File: config.mk
export PLATFORM = sky130hd
export DESIGN_NAME = fec_frame_encoder
export DESIGN_NICKNAME = d
export VERILOG_FILES = /design/src/rtl/fec_pkg.sv /design/src/rtl/fec_scrambler.sv /design/src/rtl/fec_rs_encoder.sv /design/src/rtl/fec_frame_encoder.sv
export SDC_FILE = /design/constraint.sdc
export NUM_CORES = 1
export LEC_CHECK = 0
export ABC_AREA = 1
export CAP_MARGIN = 5
export CORE_MARGIN = 3
export CORE_UTILIZATION = 41
export CTS_BUF_LIST = sky130_fd_sc_hd__clkbuf_4 sky130_fd_sc_hd__clkbuf_8
export CTS_CLUSTER_DIAMETER = 150
export DETAILED_ROUTE_END_ITERATION = 16
export PLACE_DENSITY = 0.61
export REMOVE_ABC_BUFFERS = 1
export SYNTH_ARGS = -nofsm -noshare
export SYNTH_HDL_FRONTEND = slang
export SYNTH_SLANG_ARGS = --single-unit
File: constraint.sdc
create_clock -name clk_i -period 13.9 [get_ports clk_i]
set_input_delay 1.39 -clock clk_i [delete_from_list [all_inputs] [get_ports clk_i]]
set_output_delay 1.39 -clock clk_i [all_outputs]
set_load 0.005 [all_outputs]
File: src/rtl/fec_pkg.sv
package fec_pkg;
  localparam int SYM_W = 4;
  localparam int N_SYM = 15;
  localparam int K_SYM = 11;
  localparam int P_SYM = N_SYM - K_SYM;
  localparam logic [SYM_W-1:0] PRIM_LOW = 4'b0011;  // x^4 = x + 1

  typedef logic [SYM_W-1:0] sym_t;
  typedef logic [P_SYM-1:0][SYM_W-1:0] gen_t;  // index i = coeff of x^i, monic top implied
  typedef logic [N_SYM-1:0][SYM_W-1:0] cw_t;   // index d = coeff of x^d

  function automatic sym_t gf_mul(sym_t a, sym_t b);
    sym_t acc;
    sym_t sh;
    acc = '0;
    sh  = a;
    for (int i = 0; i < SYM_W; i++) begin
      if (b[i]) acc ^= sh;
      sh = {sh[SYM_W-2:0], 1'b0} ^ (sh[SYM_W-1] ? PRIM_LOW : '0);
    end
    return acc;
  endfunction

  function automatic sym_t gf_alpha_pow(int e);
    sym_t r;
    r = sym_t'(1);
    for (int i = 0; i < e; i++) r = gf_mul(r, sym_t'(2));
    return r;
  endfunction

  function automatic gen_t rs_gen_poly();
    logic [P_SYM:0][SYM_W-1:0] c;
    sym_t root;
    c    = '0;
    c[0] = sym_t'(1);
    for (int r = 1; r <= P_SYM; r++) begin
      root = gf_alpha_pow(r);
      for (int i = P_SYM; i >= 1; i--) c[i] = c[i-1] ^ gf_mul(c[i], root);
      c[0] = gf_mul(c[0], root);
    end
    return c[P_SYM-1:0];
  endfunction

  function automatic logic rs_syndromes_zero(cw_t cw);
    sym_t acc;
    sym_t ar;
    logic ok;
    ok = 1'b1;
    for (int r = 1; r <= P_SYM; r++) begin
      ar  = gf_alpha_pow(r);
      acc = '0;
      for (int d = N_SYM - 1; d >= 0; d--) acc = gf_mul(acc, ar) ^ cw[d];
      if (acc != '0) ok = 1'b0;
    end
    return ok;
  endfunction
endpackage

File: src/rtl/fec_scrambler.sv
module fec_scrambler #(
  parameter int DATA_W = 84,
  parameter int TAP_A  = 2,
  parameter int TAP_B  = 21,
  parameter logic [TAP_B-1:0] SEED = '1
) (
  input  logic              clk_i,
  input  logic              rst_ni,
  input  logic [DATA_W-1:0] data_i,
  output logic [DATA_W-1:0] data_o,
  output logic [TAP_B-1:0]  state_o
);
  localparam int HIST_W = TAP_B;
  localparam int EXT_W  = HIST_W + DATA_W;

  logic [HIST_W-1:0] hist_q, hist_d;

  // bit 0 leaves first; ext[0 +: HIST_W] holds the previous outputs, oldest at 0
  always_comb begin : p_scr
    logic [EXT_W-1:0] ext;
    ext = '0;
    ext[HIST_W-1:0] = hist_q;
    for (int i = 0; i < DATA_W; i++)
      ext[HIST_W+i] = data_i[i] ^ ext[HIST_W+i-TAP_A] ^ ext[HIST_W+i-TAP_B];
    data_o = ext[HIST_W +: DATA_W];
    hist_d = ext[DATA_W +: HIST_W];
  end

  always_ff @(posedge clk_i or negedge rst_ni) begin
    if (!rst_ni) hist_q <= SEED;
    else         hist_q <= hist_d;
  end

  assign state_o = hist_q;
endmodule

File: src/rtl/fec_rs_encoder.sv
module fec_rs_encoder
  import fec_pkg::*;
(
  input  logic [K_SYM-1:0][SYM_W-1:0] msg_i,  // msg_i[k] = coeff of x^(k+P_SYM)
  output logic [P_SYM-1:0][SYM_W-1:0] par_o   // par_o[i] = coeff of x^i
);
  localparam gen_t GEN = rs_gen_poly();

  // unrolled LFSR division, highest-degree symbol first
  always_comb begin : p_div
    sym_t fb;
    logic [P_SYM-1:0][SYM_W-1:0] r;
    r = '0;
    for (int k = K_SYM - 1; k >= 0; k--) begin
      fb = msg_i[k] ^ r[P_SYM-1];
      for (int i = P_SYM - 1; i > 0; i--) r[i] = r[i-1] ^ gf_mul(fb, GEN[i]);
      r[0] = gf_mul(fb, GEN[0]);
    end
    par_o = r;
  end
endmodule

File: src/rtl/fec_frame_encoder.sv
module fec_frame_encoder
  import fec_pkg::*;
#(
  parameter int USER_W     = 84,
  parameter int HDR_W      = 4,
  parameter int INTERLEAVE = 2,
  parameter int SCR_TAP_A  = 2,
  parameter int SCR_TAP_B  = 21,
  parameter logic [SCR_TAP_B-1:0] SCR_SEED = '1,
  parameter logic [HDR_W-1:0] HDR_DATA = 4'b0101,
  parameter logic [HDR_W-1:0] HDR_IDLE = 4'b0110
) (
  input  logic                                               clk_i,
  input  logic                                               rst_ni,
  input  logic [USER_W-1:0]                                  user_i,
  input  logic                                               user_valid_i,
  output logic [HDR_W+USER_W+INTERLEAVE*P_SYM*SYM_W-1:0]     frame_o,
  output logic                                               frame_valid_o
);
  localparam int MSG_W    = HDR_W + USER_W;
  localparam int MSG_SYMS = MSG_W / SYM_W;
  localparam int PAR_SYMS = INTERLEAVE * P_SYM;
  localparam int FRAME_W  = MSG_W + PAR_SYMS * SYM_W;

  logic [USER_W-1:0]    payload, scr;
  logic [SCR_TAP_B-1:0] scr_state;
  logic [HDR_W-1:0]     hdr;
  logic [MSG_SYMS-1:0][SYM_W-1:0] msg_sym;
  logic [INTERLEAVE-1:0][K_SYM-1:0][SYM_W-1:0] cw_msg;
  logic [INTERLEAVE-1:0][P_SYM-1:0][SYM_W-1:0] cw_par;
  logic [PAR_SYMS-1:0][SYM_W-1:0] par_sym;
  logic [FRAME_W-1:0] frame_d, frame_q;
  logic               valid_q;

  assign payload = user_valid_i ? user_i : '0;
  assign hdr     = user_valid_i ? HDR_DATA : HDR_IDLE;

  fec_scrambler #(
    .DATA_W(USER_W), .TAP_A(SCR_TAP_A), .TAP_B(SCR_TAP_B), .SEED(SCR_SEED)
  ) u_scr (
    .clk_i  (clk_i),
    .rst_ni (rst_ni),
    .data_i (payload),
    .data_o (scr),
    .state_o(scr_state)
  );

  assign msg_sym = {hdr, scr};

  // frame symbol j (counted from MSB) goes to codeword j % INTERLEAVE
  for (genvar w = 0; w < INTERLEAVE; w++) begin : g_word
    for (genvar k = 0; k < K_SYM; k++) begin : g_msg
      assign cw_msg[w][K_SYM-1-k] = msg_sym[MSG_SYMS-1-(k*INTERLEAVE+w)];
    end

    fec_rs_encoder u_enc (
      .msg_i(cw_msg[w]),
      .par_o(cw_par[w])
    );

    for (genvar i = 0; i < P_SYM; i++) begin : g_par
      assign par_sym[PAR_SYMS-1-(i*INTERLEAVE+w)] = cw_par[w][P_SYM-1-i];
    end
  end

  assign frame_d = {msg_sym, par_sym};

  always_ff @(posedge clk_i or negedge rst_ni) begin
    if (!rst_ni) begin
      frame_q <= '0;
      valid_q <= 1'b0;
    end else begin
      frame_q <= frame_d;
      valid_q <= 1'b1;
    end
  end

  assign frame_o       = frame_q;
  assign frame_valid_o = valid_q;

  // regroup the registered frame into codewords for the checks below
  cw_t chk_cw [INTERLEAVE];
  for (genvar w = 0; w < INTERLEAVE; w++) begin : g_chk
    for (genvar s = 0; s < N_SYM; s++) begin : g_sym
      assign chk_cw[w][N_SYM-1-s] = frame_q[FRAME_W-1-SYM_W*(s*INTERLEAVE+w) -: SYM_W];
    end

    a_r7_codeword_roots: assert property (@(posedge clk_i) disable iff (!rst_ni)
      frame_valid_o |-> rs_syndromes_zero(chk_cw[w]));
  end

  a_r1_frame_each_edge: assert property (@(posedge clk_i) disable iff (!rst_ni)
    rst_ni |=> frame_valid_o);

  a_r2_header_kind: assert property (@(posedge clk_i) disable iff (!rst_ni)
    frame_valid_o |-> frame_o[FRAME_W-1 -: HDR_W] == ($past(user_valid_i) ? HDR_DATA : HDR_IDLE));

  a_r3_history_is_frame_tail: assert property (@(posedge clk_i) disable iff (!rst_ni)
    frame_valid_o |-> scr_state == frame_o[FRAME_W-HDR_W-1 -: SCR_TAP_B]);
endmodule

==> results.txt, run 1 <==
----------------------------------------------------
[Status]
  Status ... complete, no violations

[Timing]
  Worst slew margin relative to its limit ... 0.410
  Final cycle utilization of the critical path ... 0.928
  Time the worst path needs with I/O delays and setup ... 12890 ps
  Maximum clock frequency ... 77.6 MHz
  Max-slew violation count ... 0
  Slew at the pin closest to its max-slew limit ... 885 ps
  Setup total negative slack ... 0 ps
  Worst Setup Slack, final ... 1010 ps
  Final-report setup violation count ... 0
  Hold Vio Cnt, Final ... 0
  Post-route clock skew ... 27.8 ps
  Worst hold slack after final layout ... 715 ps

[Global routing]
  Total global-route track usage ... 0.266
  Initial antenna violation count ... 1
  First-pass GRT wire length ... 86000 um
  Remaining global-route overflow ... 0
  Vias in the first global route ... roughly 15000
  Largest net degree at the start of global routing ... 84

[Synth]
  Largest family of logic cells by synthesized area ... simple AND/OR/NAND/NOR gates
  Number of warnings issued by yosys ... 0
  Most common cell in the netlist ... nand2_1
  Synth Area in Compound Gates ... 0.00237
  Synth Flop Type ... dfrtp_1
  Adder-cell area share of the yosys netlist ... 0
  Most frequent cells after synthesis ... 688 x nand2_1, 372 x nand3_1, 260 x inv_1, 226 x xor2_1, 188 x nand2_2
  Async SR Flop Fraction ... 1.00
  Basic-gate share of the synthesized area counting and, or, nand and nor cells ... 0.521
  Syn Area/Cell ... 7.11 sq um
  Multiplexer share of the synthesized area ... 0
  Fraction of the yosys area taken by sequential cells ... 0.216
  Netlist cell types ... 41
  Largest cells by area after synthesis ... dfrtp_1 18%, nand2_1 16%, xor2_1 12%, nand3_1 11%, nand2_4 7.6%
  Cell area after technology mapping ... around 16000 sq um
  XOR/XNOR Fraction of Synth Area ... 0.178
  Proportion of netlist area held by the largest area contributor ... 0.182
  Post-synthesis register bit count ... 140
  EDFF count, synth ... 0
  Top cell type by total area after synthesis ... dfrtp_1
  Synth Instances ... 2304

[Critical path]
  Crit-path max FO ... 8
  Data arrival time of the critical path ... roughly 13000 ps
  Kind of end point of the critical path ... register
  Setup crit start kind ... primary input
  Worst Setup Path Type ... primary input to register
  Cell with the largest stage delay on the worst path ... clkdlybuf4s50_1
  Most used cell along the critical path ... nand2_1
  Internal reg-to-reg setup slack ... 1750 ps
  Required time at the worst-slack endpoint ... 14300 ps
  Largest incremental delay on the critical path ... ~470 ps

[Clocking]
  Clock network latency to the later pin of the worst-skew pair ... approximately 530 ps
  CTS tree ... done
  Clk Tree Root Cell ... clkbuf_8
  Num CTS Buffers ... 17
  Max Root-Sink Buffers ... 2
  TritonCTS sink count ... 140
  CTS clk-pin slew, worst paths ... ~80 ps
  CTS HTree Levels ... 4
  Cts hold-fix bufs ... 0

[Layout]
  Fraction of layout instances using a drive strength above 1 ... 0.286
  Count of filler cells inserted in the layout ... 3777
  Number of nets in the final layout ... about 2800
  Combined flip-flop and latch cell area ... 3530 sq um
  Layout Utilization ... 0.541
  Footprint of the multi-input gates ... 11700 sq um
  Antenna diode count ... 0
  Area growth from synthesis to layout ... 28.9%

[Placement]
  Count of input and output buffers ... 206
  Worst setup slack after placement ... -1150 ps
  Dpl hpwl ... 47800 um
  Final weighted congestion in routability-driven placement ... 0.930

[Floorplanning]
  Number of top-level pins ... around 210
  Effective utilization at floorplan ... 0.420
  Area enclosed by the die boundary ... 42400 sq um
  X dimension of the die ... 206 um
  Placement Rows ... 72
  Total core area ... 39000 sq um
  Die Ht ... between 200 and 250 um

[Drt]
  Number of iterations in the first detailed-routing pass ... 5
  Via count ... about 16000
  Final ANT Viol Nets ... 0
  Routed wire length ... approximately 56000 um
  First-iteration detailed-routing DRC count ... 1095
  Average wire length per cell after detail routing ... about 17 um
  Remaining routing DRC violations ... 0
  Via density per instance ... 4.84

[Worst hold path]
  Path class of the lowest-slack min-delay path ... register to register

[Job]
  Number of violations of the max-capacitance limit ... 0

----------------------------------------------------
## worst max-delay path: cells and delay by family
kind                      cells  cell delay, ps
and+or+nand+nor              95           10120
xor gates and xnor gates      1             160
buffers and inverters        12            1590
## worst paths after layout
path                            cells after the start                   startpoint                    end
worst min register to register                      3  u_scr.state_o[19]$_DFF_PN1_  frame_o[32]$_DFF_PN0_
min in group asynchronous                           1                       rst_ni  frame_o[35]$_DFF_PN0_
worst max-delay path                              108                    user_i[1]  frame_o[11]$_DFF_PN0_
max in group asynchronous                           2                       rst_ni  frame_o[91]$_DFF_PN0_
worst min-delay path                                3  u_scr.state_o[19]$_DFF_PN1_  frame_o[32]$_DFF_PN0_
worst max register to register                    107  u_scr.state_o[20]$_DFF_PN1_  frame_o[11]$_DFF_PN0_
## per-layer routing
layer / vias up / track usage / share of wire
met5: - / 0 / 0.00020
met4: 2 / 0.0878 / 0.033
met3: 89 / 0.0413 / 0.054
met2: 436 / 0.475 / 0.49
met1: 7154 / 0.328 / 0.42
li1: 7985 / - / -
## cell families after synthesis
| kind of cell | count (synthesis) |
|---|---|
| compound gates | 5 |
| other cells | 2 |
| buf+inv | 337 |
| flops | 140 |
| simple gates | 1517 |
| xor+xnor | 303 |
## per-stage QoR
stage | cells | cell area [sq um]
2_1_floorplan | 2291 | 16300
3_3_place_gp | 3181 | 20200
3_5_place_dp | 3181 | 20200
4_1_cts | 3213 | 20700
5_1_grt | 3236 | 21100
6_report | 3236 | 21100
## timing repair
item | in CTS | in global routing
gates resized for setup | 12 | 39
endpoints found under the setup margin | 27 | 32
pin swaps | 0 | 17
setup buffers | 0 | 23
## final cells by class
cell class | instances | area share
clock inverters | 13 | 0.00895
well taps | 518 | 0.0307
flip-flops and latches | 140 | 0.167
repair buffers | 395 | 0.166
multi-input cells | 1827 | 0.555
inverters | 324 | 0.0599
clock buffers | 19 | 0.0121
## cells in the final DEF (no fill, tap or decap), drive strengths merged
| cell type | Yosys | routed |
|---|---|---|
| a22o | 1 | 1 |
| nand4 | 6 | 6 |
| nand3 | 478 | 478 |
| dfstp | 21 | 21 |
| bufinv | 1 | 5 |
| inv | 318 | 320 |
| nand3b | 23 | 23 |
| xnor3 | 4 | 4 |
| clkbuf | 5 | 19 |
| clkinv | 5 | 10 |
| clkinvlp | 0 | 2 |
| clkdlybuf4s50 | 0 | 204 |
| nand2 | 995 | 995 |
| buf | 8 | 191 |
| xor2 | 244 | 244 |
| a21o | 4 | 4 |
| dfrtp | 119 | 119 |
| conb | 2 | 2 |
| xnor2 | 55 | 55 |
| nor2 | 6 | 6 |
| or2 | 9 | 9 |
## sequential cells by signal, indices dropped and copies added (netlist names)
name           count
u_scr.state_o     21
frame_o          118
frame_valid_o      1
Power of run 1 is not shown: default switching activity piles up to over one toggle a cycle in this logic, so the estimate is an artifact.
==> inputs of run 2 (changes only) <==
- CTS_CLUSTER_SIZE: unset -> 20
- clock period: 13.9 -> 12.5 ns (I/O delays scaled with it)
==> run 2 against run 1 <==
Critical path depth up 1; sequential cell count unchanged; utilization up 4.6 points; register-to-register slack worse by 430 ps; design area up 8.6%; clock skew down 9.7 ps; global-route usage down 0.96 points; sequential share of layout area down 1.3 points; via count up 3.6%; cell count up 3.5%; worst setup slack worse by 350 ps; non-clock buffer count up 112; critical path type unchanged; largest cell class unchanged; highest routed layer is now met4.
==> results.txt, run 2 (synthesized netlist as in run 1, its figures left out) <==
----------------------------------------------------
[Layout]
  Top library cells by usage in the layout, fill and taps aside ... 638 x nand2_1, 295 x buf_4, 279 x nand3_1, 257 x inv_1, 224 x xor2_1
  Number of nets in the final layout ... 2905
  Area growth from synthesis to layout ... 39.9%
  Antenna diode count ... 0
  Final non-filler cell area ... 22900 sq um
  Most common library cell in the layout ignoring fill and taps ... nand2_1
  Max reg flops ... 118
  Fraction of layout instances using a drive strength above 1 ... 0.359

[Clocking]
  CTS clk-pin slew, worst paths ... around 100 ps
  TritonCTS sink count ... 140
  Clk Tree Root Cell ... clkbuf_8
  Clock network latency to the later pin of the worst-skew pair ... 510 ps
  CTS tree ... done
  Max Root-Sink Buffers ... 2
  CTS HTree Levels ... 4
  Num CTS Buffers ... 17

[Timing]
  Worst hold slack after final layout ... 752 ps
  Maximum clock frequency ... 84.4 MHz
  Final-report setup violation count ... 0
  Hold Vio Cnt, Final ... 0
  Final cycle utilization of the critical path ... 0.947
  Time the worst path needs with I/O delays and setup ... between 10000 and 15000 ps
  Slew at the pin closest to its max-slew limit ... 881 ps
  Max-slew violation count ... 0
  Worst slew margin relative to its limit ... 0.413
  Setup total negative slack ... 0 ps
  Post-route clock skew ... roughly 18 ps

[Global routing]
  First-pass GRT wire length ... 83300 um
  Total global-route track usage ... 0.257
  Vias in the first global route ... 15400
  Initial antenna violation count ... 0
  Remaining global-route overflow ... 0
  Largest net degree at the start of global routing ... 91

[Job]
  Number of violations of the max-capacitance limit ... 0

[Drt]
  Number of iterations in the first detailed-routing pass ... 5
  First-iteration detailed-routing DRC count ... 882
  Final ANT Viol Nets ... 0
  Remaining routing DRC violations ... 0
  Via count ... 16200
  Via density per instance ... 4.85
  Routed wire length ... between 50000 and 60000 um
  Average wire length per cell after detail routing ... 16.7 um

[Worst hold path]
  Cell depth of the worst min-delay path ... 4
  Hold endpoint ... frame_o[40]$_DFF_PN0_
  Path class of the lowest-slack min-delay path ... register to register
  Worst hold path startpoint ... u_scr.state_o[8]$_DFF_PN1_

[Critical path]
  Largest incremental delay on the critical path ... about 480 ps
  Data arrival time of the critical path ... between 10000 and 15000 ps
  Kind of end point of the critical path ... register
  Most used cell along the critical path ... nand2_4
  Worst flop-to-flop path endpoint ... frame_o[24]$_DFF_PN0_
  Internal reg-to-reg setup slack ... around 1300 ps
  Setup crit start kind ... primary input
  Cell with the largest stage delay on the worst path ... clkdlybuf4s50_1
  Length in cells of the worst reg-to-reg path ... 108
  Required time at the worst-slack endpoint ... 12880 ps
  Worst Setup Path Type ... primary input to register
  Crit-path max FO ... 7
  Reg-to-Reg Start ... u_scr.state_o[19]$_DFF_PN1_

[Placement]
  Final weighted congestion in routability-driven placement ... 0.981
  Dpl hpwl ... 46300 um
  Count of input and output buffers ... 206
  Area after detailed placement ... 20900 sq um

[Floorplanning]
  Area enclosed by the die boundary ... 42400 sq um
  Effective utilization at floorplan ... 0.420
  X dimension of the die ... 206 um
  Placement Rows ... 72
  Die Ht ... 206 um
  Number of top-level pins ... roughly 210
  Total core area ... about 39000 sq um

[Status]
  Status ... complete, no violations

----------------------------------------------------
## run 2: changes by cell type in the layout (fill, tap and decap cells not counted), moves of 3 or more
cell,delta
buf_12,+3
buf_4,+107
inv_6,+4
nand2_1,-38
nand2_2,+29
nand2_4,+7
nand2_8,+3
nand3_1,-82
nand3_2,+45
nand3_4,+37
xor2_4,+3
## run 2: metrics by stage
stage | std cells | setup WS (ps) | utilization
floorplan | 2291 | 1560 | -
global placement | 3267 | 108 | 0.536
detailed placement | 3267 | -277 | 0.536
CTS | 3299 | 250 | 0.547
global route | 3349 | -233 | 0.587
finish | 3349 | 656 | 0.587
## run 2: what timing repair did
item                                    4_1_cts  5_1_grt
buffers inserted                              0       49
resized for setup                             0      233
hold buffers                                  0        0
endpoints found under the setup margin        0       32
## run 2: metal layers
layer / vias up / part of all wire / track usage
li1: 8192 / - / -
met2: 437 / 0.49 / 0.445
met1: 7492 / 0.43 / 0.326
met3: 107 / 0.048 / 0.0377
met4: 0 / 0.039 / 0.0887
met5: - / 0 / 0
## run 2: worst max-delay path by stage
stage,startpoint,endpoint,slack [ps],depth (start not counted)
final,user_i[0],frame_o[24]$_DFF_PN0_,660,109
after global routing,user_i[2],frame_o[24]$_DFF_PN0_,-230,113
after CTS,user_i[0],frame_o[24]$_DFF_PN0_,250,105
after floorplan,user_i[0],frame_o[6]$_DFF_PN0_,1560,105
after global placement,user_i[0],frame_o[24]$_DFF_PN0_,110,103
after detailed placement,user_i[0],frame_o[24]$_DFF_PN0_,-280,105
## run 2: cell type report
class                           count  area [sq um]
Timing Repair Buffer              507          4390
Fill cell                        3622         16100
Clock buffer                       17           234
Tap cell                          518           648
Sequential cell                   140          3530
Multi-Input combinational cell   1828         12700
Clock inverter                     15           185
Inverter                          324          1270
## run 2: critical path: cells and delay by family
kind,cells,cell delay (ps)
buffers and inverters,8,1060
AND/OR/NAND/NOR,101,9830
Power of run 2 is left out for the same reason.
==> inputs of run 3 (changes only) <==
- TNS_END_PERCENT: unset -> 1
- clock period: 12.5 -> 11.1 ns (I/O delays scaled with it)
==> run 3 against run 2 <==
The run now ends with setup timing left; count of clock-buffer cells in the layout rose by 1; sequential cell count did not move; non-clock buffer count rose by 192; via count rose by 5.3%; routed wire length rose by 1.3%; clock skew rose by 2.0 ps; first-iteration DRC count fell by 0.68%; register-to-register slack got worse by 1000 ps; critical path type unchanged; highest routed layer unchanged.
==> results.txt, run 3 (synthesized netlist as in run 1, its figures left out) <==
----------------------------------------------------
[Timing]
  Post-route clock skew ... 20.1 ps
  Setup total negative slack ... -1390 ps
  Time the worst path needs with I/O delays and setup ... 11240 ps
  Worst slew margin relative to its limit ... 0.406
  Slew at the pin closest to its max-slew limit ... 891 ps
  Final cycle utilization of the critical path ... 1.01
  Max-slew violation count ... 0
  Setup repair after global routing missed its margin ... true
  Worst Setup Slack, final ... -136 ps
  Hold Vio Cnt, Final ... 0
  Maximum clock frequency ... just under 90 MHz
  Final-report setup violation count ... 25
  Worst hold slack after final layout ... about 650 ps

[Global routing]
  Largest net degree at the start of global routing ... 91
  Remaining global-route overflow ... 0
  Total global-route track usage ... 0.265
  Initial antenna violation count ... 0
  First-pass GRT wire length ... 87600 um
  Vias in the first global route ... ~17000

[Critical path]
  Length in cells of the worst reg-to-reg path ... 105
  Worst flop-to-flop path endpoint ... frame_o[3]$_DFF_PN0_
  Reg-to-Reg Start ... u_scr.state_o[20]$_DFF_PN1_
  Most used cell along the critical path ... nand2_4
  Number of buffers and inverters on the critical path ... 11
  Cell with the largest stage delay on the worst path ... clkdlybuf4s50_1
  Kind of end point of the critical path ... register
  Internal reg-to-reg setup slack ... about 310 ps
  Data arrival time of the critical path ... between 10000 and 15000 ps
  Required time at the worst-slack endpoint ... approximately 12000 ps
  Cell type group with the largest total delay on the critical path ... simple AND/OR/NAND/NOR gates
  Setup crit start kind ... primary input
  Largest incremental delay on the critical path ... 440 ps
  Worst Setup Path Type ... primary input to register
  Crit-path max FO ... 6

[Layout]
  Number of nets in the final layout ... just over 3000
  Antenna diode count ... 0
  Area growth from synthesis to layout ... 52.3%
  Footprint of the multi-input gates ... about 13000 sq um
  Combined flip-flop and latch cell area ... around 3500 sq um
  Count of filler cells inserted in the layout ... 3429
  Most common library cell in the layout ignoring fill and taps ... nand2_1
  Max reg flops ... 118
  Non-filler cells, final ... 3540
  Top library cells by usage in the layout, fill and taps aside ... 617 x nand2_1, 483 x buf_4, 263 x nand3_1, 254 x inv_1, 231 x nand2_2
  Final non-filler cell area ... 24900 sq um
  Fraction of layout instances using a drive strength above 1 ... 0.416

[Clocking]
  Max Root-Sink Buffers ... 2
  TritonCTS sink count ... 140
  CTS HTree Levels ... 4
  CTS tree ... done
  Clk Tree Root Cell ... clkbuf_8
  Num CTS Buffers ... 17
  CTS clk-pin slew, worst paths ... approximately 90 ps
  Clock network latency to the later pin of the worst-skew pair ... 530 ps

[Drt]
  Via density per instance ... 4.83
  Final ANT Viol Nets ... 0
  Via count ... 17100
  First-iteration detailed-routing DRC count ... 876
  Routed wire length ... 56800 um
  Average wire length per cell after detail routing ... 16.1 um
  Remaining routing DRC violations ... 0
  Number of iterations in the first detailed-routing pass ... 5

[Placement]
  Final weighted congestion in routability-driven placement ... between 0.9 and 1
  Dpl hpwl ... 46700 um
  Cell Count Post-Placement ... 3471
  Area after detailed placement ... 22500 sq um
  Count of input and output buffers ... just over 200

[Floorplanning]
  Area enclosed by the die boundary ... around 42000 sq um
  Total core area ... 39000 sq um
  Number of top-level pins ... 208
  X dimension of the die ... 206 um
  Effective utilization at floorplan ... 0.420
  Placement Rows ... 72
  Die Ht ... just over 200 um

[Job]
  Number of violations of the max-capacitance limit ... 0

[Status]
  Violated checks ... setup timing
  Status ... complete, but fails checks

[Worst hold path]
  Path class of the lowest-slack min-delay path ... primary input to async pin

----------------------------------------------------
==> run 3: cell count changes in the layout (fill, tap and decap cells not counted), moves of 6 or more <==
cell / before / now
buf_4: 295 / 483
nand3_4: 58 / 80
nand2_1: 638 / 617
nand3_1: 279 / 263
nand2_2: 218 / 231
xor2_1: 224 / 217
nand3_2: 141 / 135
==> run 3: worst max path at each step <==
stage                    from                     to  slack [ps]  depth (start not counted)
finish              user_i[0]   frame_o[3]$_DFF_PN0_        -140                        107
global route        user_i[2]   frame_o[3]$_DFF_PN0_        -970                        109
global placement    user_i[0]   frame_o[3]$_DFF_PN0_        -840                         90
detailed placement  user_i[0]   frame_o[3]$_DFF_PN0_       -1130                         88
floorplan           user_i[0]   frame_o[6]$_DFF_PN0_         300                        105
CTS                 user_i[0]  frame_o[28]$_DFF_PN0_          -2                        110
==> run 3: area by class of cell <==
cell class / instances / share of cell area
tap: 518 / 0.0260
clock buffer: 18 / 0.00993
multi-input combinational: 1827 / 0.526
clock inverter: 14 / 0.00923
sequential: 140 / 0.142
timing repair buffer: 699 / 0.236
inverter: 324 / 0.0515
==> run 3: metal layers <==
layer,GRT usage,wire length [um],vias to the layer above
met5,0,0,-
met4,0.111,2330,0
met3,0.0315,2200,104
met2,0.458,27600,413
met1,0.335,24700,7996
li1,-,-,8577
==> run 3: timing repair <==
item                                    in CTS  in global routing
endpoints found under the hold margin        0                  0
hold buffers                                 0                  0
resized for setup                          156                173
setup buffers                               26                 11
endpoints found under the setup margin      32                 32
cloned                                       0                  0
pin swaps                                   61                 72
==> run 3: per-stage QoR <==
stage | setup slack (ps) | util
floorplan | 301 | -
finish | -136 | 0.639
global placement | -840 | 0.577
CTS | -1.81 | 0.616
global route | -969 | 0.639
detailed placement | -1130 | 0.577
Power of run 3 is left out for the same reason.
